--- src/rtl/mulhw_pkg.sv ---
package mulhw_pkg;
  localparam int OPC_W = 6;
  localparam logic [OPC_W-1:0] OPC_MUL_REG = 6'b010000;
  localparam logic [OPC_W-1:0] OPC_MUL_IMM = 6'b011000;

  // Result word selection; the encoding is the low two function bits.
  typedef enum logic [1:0] {
    SEL_LO    = 2'b00,
    SEL_HI_SS = 2'b01,
    SEL_HI_SU = 2'b10,
    SEL_HI_UU = 2'b11
  } word_sel_e;
endpackage

--- src/rtl/mulhw_operand_prep.sv ---
module mulhw_operand_prep
  import mulhw_pkg::*;
#(
  parameter int DATA_W = 32,
  parameter int IMM_W  = 16,
  parameter int FUNC_W = 11,
  localparam int EXT_W = DATA_W + 1
) (
  input  logic              start,
  input  logic [OPC_W-1:0]  opcode,
  input  logic [FUNC_W-1:0] func,
  input  logic [DATA_W-1:0] ra,
  input  logic [DATA_W-1:0] rb,
  input  logic [IMM_W-1:0]  imm,
  output logic              accept,
  output word_sel_e         sel,
  output logic [EXT_W-1:0]  a_ext,
  output logic [EXT_W-1:0]  b_ext
);
  logic              is_reg;
  logic              is_imm;
  logic [DATA_W-1:0] b_src;
  logic              a_signed;
  logic              b_signed;

  always_comb begin
    is_reg   = (opcode == OPC_MUL_REG);
    is_imm   = (opcode == OPC_MUL_IMM);
    accept   = start & (is_reg | is_imm);
    sel      = is_imm ? SEL_LO : word_sel_e'(func[1:0]);
    b_src    = is_imm ? {{(DATA_W-IMM_W){imm[IMM_W-1]}}, imm} : rb;
    // The low word is the same under any extension, so SEL_LO takes the signed path.
    a_signed = (sel != SEL_HI_UU);
    b_signed = (sel == SEL_HI_SS) || (sel == SEL_LO);
    a_ext    = {a_signed & ra[DATA_W-1], ra};
    b_ext    = {b_signed & b_src[DATA_W-1], b_src};
  end
endmodule

--- src/rtl/mulhw_core.sv ---
module mulhw_core
  import mulhw_pkg::*;
#(
  parameter int DATA_W = 32,
  localparam int EXT_W  = DATA_W + 1,
  localparam int PROD_W = 2 * EXT_W
) (
  input  logic              clk,
  input  logic              rst_n,
  input  logic              in_valid,
  input  word_sel_e         in_sel,
  input  logic [EXT_W-1:0]  a_ext,
  input  logic [EXT_W-1:0]  b_ext,
  output logic              out_valid,
  output word_sel_e         out_sel,
  output logic [PROD_W-1:0] prod
);
  logic [PROD_W-1:0] prod_d;

  always_comb begin
    prod_d = PROD_W'($signed(a_ext) * $signed(b_ext));
  end

  always_ff @(posedge clk or negedge rst_n) begin
    if (!rst_n) begin
      out_valid <= 1'b0;
      out_sel   <= SEL_LO;
      prod      <= '0;
    end else begin
      out_valid <= in_valid;
      if (in_valid) begin
        out_sel <= in_sel;
        prod    <= prod_d;
      end
    end
  end
endmodule

--- src/rtl/mulhw_word_sel.sv ---
module mulhw_word_sel
  import mulhw_pkg::*;
#(
  parameter int DATA_W = 32,
  localparam int PROD_W = 2 * (DATA_W + 1)
) (
  input  logic              clk,
  input  logic              rst_n,
  input  logic              in_valid,
  input  word_sel_e         in_sel,
  input  logic [PROD_W-1:0] prod,
  output logic              done,
  output logic [DATA_W-1:0] result
);
  logic [DATA_W-1:0] word_d;

  always_comb begin
    if (in_sel == SEL_LO) word_d = prod[DATA_W-1:0];
    else                  word_d = prod[2*DATA_W-1:DATA_W];
  end

  always_ff @(posedge clk or negedge rst_n) begin
    if (!rst_n) begin
      done   <= 1'b0;
      result <= '0;
    end else begin
      done <= in_valid;
      if (in_valid) result <= word_d;
    end
  end
endmodule

--- src/rtl/mulhw_unit.sv ---
module mulhw_unit
  import mulhw_pkg::*;
#(
  parameter int DATA_W = 32,
  parameter int IMM_W  = 16,
  parameter int FUNC_W = 11,
  localparam int EXT_W  = DATA_W + 1,
  localparam int PROD_W = 2 * EXT_W
) (
  input  logic              clk,
  input  logic              rst_n,
  input  logic              start,
  input  logic [OPC_W-1:0]  opcode,
  input  logic [FUNC_W-1:0] func,
  input  logic [DATA_W-1:0] ra,
  input  logic [DATA_W-1:0] rb,
  input  logic [IMM_W-1:0]  imm,
  output logic [DATA_W-1:0] result,
  output logic              done
);
  logic             rst_meta_n;
  logic             rst_core_n;
  logic             pre_accept;
  word_sel_e        pre_sel;
  logic [EXT_W-1:0] pre_a;
  logic [EXT_W-1:0] pre_b;
  logic             s1_valid;
  word_sel_e        s1_sel;
  logic [EXT_W-1:0] s1_a;
  logic [EXT_W-1:0] s1_b;
  logic             s2_valid;
  word_sel_e        s2_sel;
  logic [PROD_W-1:0] s2_prod;

  // Reset asserts asynchronously and is released on a clock edge.
  always_ff @(posedge clk or negedge rst_n) begin
    if (!rst_n) begin
      rst_meta_n <= 1'b0;
      rst_core_n <= 1'b0;
    end else begin
      rst_meta_n <= 1'b1;
      rst_core_n <= rst_meta_n;
    end
  end

  mulhw_operand_prep #(
    .DATA_W (DATA_W),
    .IMM_W  (IMM_W),
    .FUNC_W (FUNC_W)
  ) u_prep (
    .start  (start),
    .opcode (opcode),
    .func   (func),
    .ra     (ra),
    .rb     (rb),
    .imm    (imm),
    .accept (pre_accept),
    .sel    (pre_sel),
    .a_ext  (pre_a),
    .b_ext  (pre_b)
  );

  // Stage 1: capture extended operands.
  always_ff @(posedge clk or negedge rst_core_n) begin
    if (!rst_core_n) begin
      s1_valid <= 1'b0;
      s1_sel   <= SEL_LO;
      s1_a     <= '0;
      s1_b     <= '0;
    end else begin
      s1_valid <= pre_accept;
      if (pre_accept) begin
        s1_sel <= pre_sel;
        s1_a   <= pre_a;
        s1_b   <= pre_b;
      end
    end
  end

  mulhw_core #(
    .DATA_W (DATA_W)
  ) u_core (
    .clk       (clk),
    .rst_n     (rst_core_n),
    .in_valid  (s1_valid),
    .in_sel    (s1_sel),
    .a_ext     (s1_a),
    .b_ext     (s1_b),
    .out_valid (s2_valid),
    .out_sel   (s2_sel),
    .prod      (s2_prod)
  );

  mulhw_word_sel #(
    .DATA_W (DATA_W)
  ) u_sel (
    .clk      (clk),
    .rst_n    (rst_core_n),
    .in_valid (s2_valid),
    .in_sel   (s2_sel),
    .prod     (s2_prod),
    .done     (done),
    .result   (result)
  );
endmodule

--- config.mk ---
export PLATFORM = sky130hd
export DESIGN_NAME = mulhw_unit
export DESIGN_NICKNAME = d
export VERILOG_FILES = /design/src/rtl/mulhw_pkg.sv /design/src/rtl/mulhw_operand_prep.sv /design/src/rtl/mulhw_core.sv /design/src/rtl/mulhw_word_sel.sv /design/src/rtl/mulhw_unit.sv
export SDC_FILE = /design/constraint.sdc
export NUM_CORES = 2
export LEC_CHECK = 0
export BUFFER_PORTS_ARGS = -buffer_cell sky130_fd_sc_hd__buf_4
export CAP_MARGIN = 20
export CORE_MARGIN = 2
export CORE_UTILIZATION = 35
export CTS_CLUSTER_SIZE = 10
export DETAILED_ROUTE_END_ITERATION = 6
export GPL_ROUTABILITY_DRIVEN = 0
export GPL_TIMING_DRIVEN = 1
export SLEW_MARGIN = 20
export SYNTH_ARGS = -nofsm -noshare
export SYNTH_HDL_FRONTEND = slang
export SYNTH_SLANG_ARGS = --single-unit
--- constraint.sdc ---
create_clock -name clk -period 11.3 [get_ports clk]
set_clock_uncertainty 0.15 [all_clocks]
set_input_delay 2.26 -clock clk [delete_from_list [all_inputs] [get_ports clk]]
set_output_delay 2.26 -clock clk [all_outputs]
set_load 0.05 [all_outputs]
==> impl_metrics.env <==
export IMPL_outcome="finished, final reports clean"
export IMPL_r2r_end="u_core.prod[59]$_DFFE_PN0P_"
export IMPL_post_route_min_period_ns=8.938
export IMPL_synthArstFlopShare=1.000
export IMPL_cts_made_buffers=17
export IMPL_relSlewSlack=0.3012
export IMPL_cts_tree="built"
export IMPL_vias=30930
export IMPL_tightestPinTransition_ns=1.048
export IMPL_cp_arrival_ns=9.20
export IMPL_yosys_area_top_type="fa_1"
export IMPL_cts_repair_timing_setup_buffer_count=0
export IMPL_critPathMaxFanout=21
export IMPL_min_from="rst_meta_n$_DFF_PN0_"
export IMPL_die_x_um=363.0
export IMPL_start_util=0.3532
export IMPL_setup_viol=0
export IMPL_avgViaCountPerCell=4.830
export IMPL_rrSetupSlack_ns=2.36
export IMPL_num_fill_cells=12750
export IMPL_synth_area_leaders="fa_1 (50%), dfrtp_1 (9.5%), inv_1 (9.1%), and2_1 (7.5%), ha_1 (5.9%)"
export IMPL_syn_area_per_cell_um2=9.450
export IMPL_max_clock_freq_ghz=0.1119
export IMPL_ctsResizeCount=0
export IMPL_holdBufCountCts=0
export IMPL_cts_max_level=4
export IMPL_path_class="flop to flop"
export IMPL_core_um2=127700
export IMPL_insertion_delay_ns=0.54
export IMPL_antenna_found_initial=2
export IMPL_rsz0062_at_grt="false"
export IMPL_grt_pass1_wl_um=192900
export IMPL_ys_ff_latch=171
export IMPL_yosysSeqAreaShare=0.09489
export IMPL_end_kind="flop"
export IMPL_finalSetupTns_ns=0
export IMPL_syn_area_um2=45100
export IMPL_num_rows=131
export IMPL_synth_edf_count=0
export IMPL_slew_viol_final=0
export IMPL_grt_ovfl_total=0
export IMPL_rr_worst_depth=25
export IMPL_route_detailed_drc=0
export IMPL_ys_types=68
export IMPL_drive_gt1_frac=0.06602
export IMPL_ys_dominant_reg_cell="dfrtp_1"
export IMPL_dp_hpwl_um=95700
export IMPL_antennaDiodeCount=0
export IMPL_cts_num_sinks=171
export IMPL_hold_ws_ns=0.2075
export IMPL_numPortBuffers=123
export IMPL_holdPathStages=0
export IMPL_finalHoldViolCount=0
export IMPL_dieArea_um2=131700
export IMPL_syn_num_nets=6209
export IMPL_final_nets=6165
export IMPL_cts_root_buf="clkbuf_16"
export IMPL_first_iter_violations=1479
export IMPL_yosysWarnings=0
export IMPL_post_route_period_util=0.7909
export IMPL_startpoint_type="flop"
export IMPL_hold_class="flop to flop"
export IMPL_drtAntennaViolNets=0
export IMPL_netlist_instances=4772
export IMPL_worstPathRequired_ns=11.57
export IMPL_io_pins=133
export IMPL_drv_cap=0
export IMPL_r2r_start="s1_b[4]$_DFFE_PN0P_"
export IMPL_die_h_um=363.0
export IMPL_drt_pass1_iterations=7
export IMPL_grt_pass1_vias=34530
export IMPL_clk_path_buf_depth=2
export IMPL_clk_pin_slew_ns=0.08
export IMPL_syn2layout_area_growth_pct=7.117
export IMPL_routed_wl_um=117000
export IMPL_wl_per_cell_um=18.27
export IMPL_min_to="rst_core_n$_DFF_PN0_"
export IMPL_synth_top_area_share=0.4994
export IMPL_grt_max_degree=134
export IMPL_track_usage=0.1892
-- cell usage in the layout (no fill, tap or decap), types with 3 or more instances in the layout --
cell type and instances:
a211oi_1 5, a21o_1 38, a21oi_1 131, a31oi_1 8, and2_1 544, and3_1 7
buf_4 193, clkbuf_16 17, clkinv_8 4, dfrtp_1 158, dfrtp_2 12, fa_1 1125
ha_1 212, inv_1 1096, inv_6 3, inv_8 4, mux2_2 49, mux2i_1 32
nand2_1 698, nand2b_1 18, nand3_1 14, nand4_1 11, nor2_1 72, nor2b_1 29
nor3_1 9, o211ai_1 9, o21a_1 7, o21ai_0 65, o21ai_1 3, o21ai_2 3
o21bai_1 12, o22ai_1 18, o31ai_1 5, xnor2_1 51, xor2_1 29
-- layer usage --
layer / vias up / part of all wire / track usage
met5: - / 0.00017 / 0
met2: 692 / 0.50 / 0.3284
met3: 152 / 0.052 / 0.03318
li1: 13720 / - / -
met4: 2 / 0.024 / 0.05052
met1: 16360 / 0.43 / 0.2431
-- synthesized netlist by cell type, drive strengths merged (32+ instances only) --
master,instances
a21o,38
a21oi,132
and2,547
clkbuf,255
dfrtp,171
fa,1125
ha,212
inv,1096
mux2,50
mux2i,32
nand2,698
nor2,73
o21ai,71
xnor2,51
-- stage by stage --
stage | utilization | instance area (um^2) | setup WS [ns] | cells
after floorplan | - | 45100 | 3.076 | 4772
after global placement | 0.3736 | 47700 | 2.162 | 6370
after detailed placement | 0.3737 | 47720 | 2.041 | 6371
after CTS | 0.3783 | 48300 | 2.013 | 6403
after global routing | 0.3783 | 48310 | 1.957 | 6403
final | 0.3783 | 48310 | 2.362 | 6403
-- logic make-up (layout without fill, tap and decap cells) --
| family | count (synthesis) | count (layout) | synth area share |
|---|---|---|---|
| compound gates | 328 | 328 | 0.04475 |
| xor+xnor | 80 | 80 | 0.01554 |
| fa+ha+maj | 1337 | 1337 | 0.5582 |
| buf+inv | 1355 | 1324 | 0.1130 |
| flops | 171 | 171 | 0.09489 |
| mux | 82 | 82 | 0.01967 |
| other cells | 1 | 1 | 0.00008316 |
| simple gates | 1418 | 1418 | 0.1538 |
-- area by class of cell --
class / count / area (um^2) / area share
clock buffers: 18 / 429.2 / 0.008884
repair buffers: 195 / 1484 / 0.03072
inverters: 1097 / 4118 / 0.08524
multi-input cells: 3246 / 35740 / 0.7399
flip-flops and latches: 171 / 4298 / 0.08897
well taps: 1662 / 2079 / 0.04305
clock inverters: 14 / 156.4 / 0.003238
-- worst max-delay path, cell delays in order, from the launching register on --
cell and delay [ns]:
dfrtp_1 0.74, buf_4 0.40, and2_1 0.24, fa_1 0.48
fa_1 0.51, fa_1 0.53, buf_4 0.21, inv_1 0.13
fa_1 0.72, inv_1 0.39, fa_1 0.51, fa_1 0.55
inv_1 0.05, fa_1 0.45, fa_1 0.49, inv_1 0.04
ha_1 0.33, a21oi_1 0.26, o21ai_0 0.11, a21oi_1 0.17
inv_1 0.06, or2_2 0.31, a2111oi_2 0.43, nor2_1 0.11
xor2_1 0.15, mux2_4 0.25
-- state kept, by name (all words and copies together), names as in the netlist --
| signal | count |
|---|---|
| u_core.out_valid | 1 |
| u_sel.result | 32 |
| rst_core_n | 1 |
| u_core.prod | 64 |
| rst_meta_n | 1 |
| u_core.out_sel | 2 |
| s1_valid | 1 |
| s1_a | 33 |
| u_sel.done | 1 |
| s1_b | 33 |
| s1_sel | 2 |
-- worst max-delay path by stage --
| stage | start | cells past startpoint | slack, ns | end |
|---|---|---|---|---|
| global placement | s1_a[32]$_DFFE_PN0P_ | 25 | 2.16 | u_core.prod[59]$_DFFE_PN0P_ |
| finish | s1_b[4]$_DFFE_PN0P_ | 25 | 2.36 | u_core.prod[59]$_DFFE_PN0P_ |
| floorplan | s1_b[3]$_DFFE_PN0P_ | 26 | 3.08 | u_core.prod[59]$_DFFE_PN0P_ |
| detailed placement | s1_a[32]$_DFFE_PN0P_ | 25 | 2.04 | u_core.prod[59]$_DFFE_PN0P_ |
| CTS | s1_a[32]$_DFFE_PN0P_ | 25 | 2.01 | u_core.prod[59]$_DFFE_PN0P_ |
| global route | s1_b[4]$_DFFE_PN0P_ | 25 | 1.96 | u_core.prod[59]$_DFFE_PN0P_ |
Power is not shown: default switching activity piles up to over one toggle a cycle in this logic, so the estimate is an artifact.
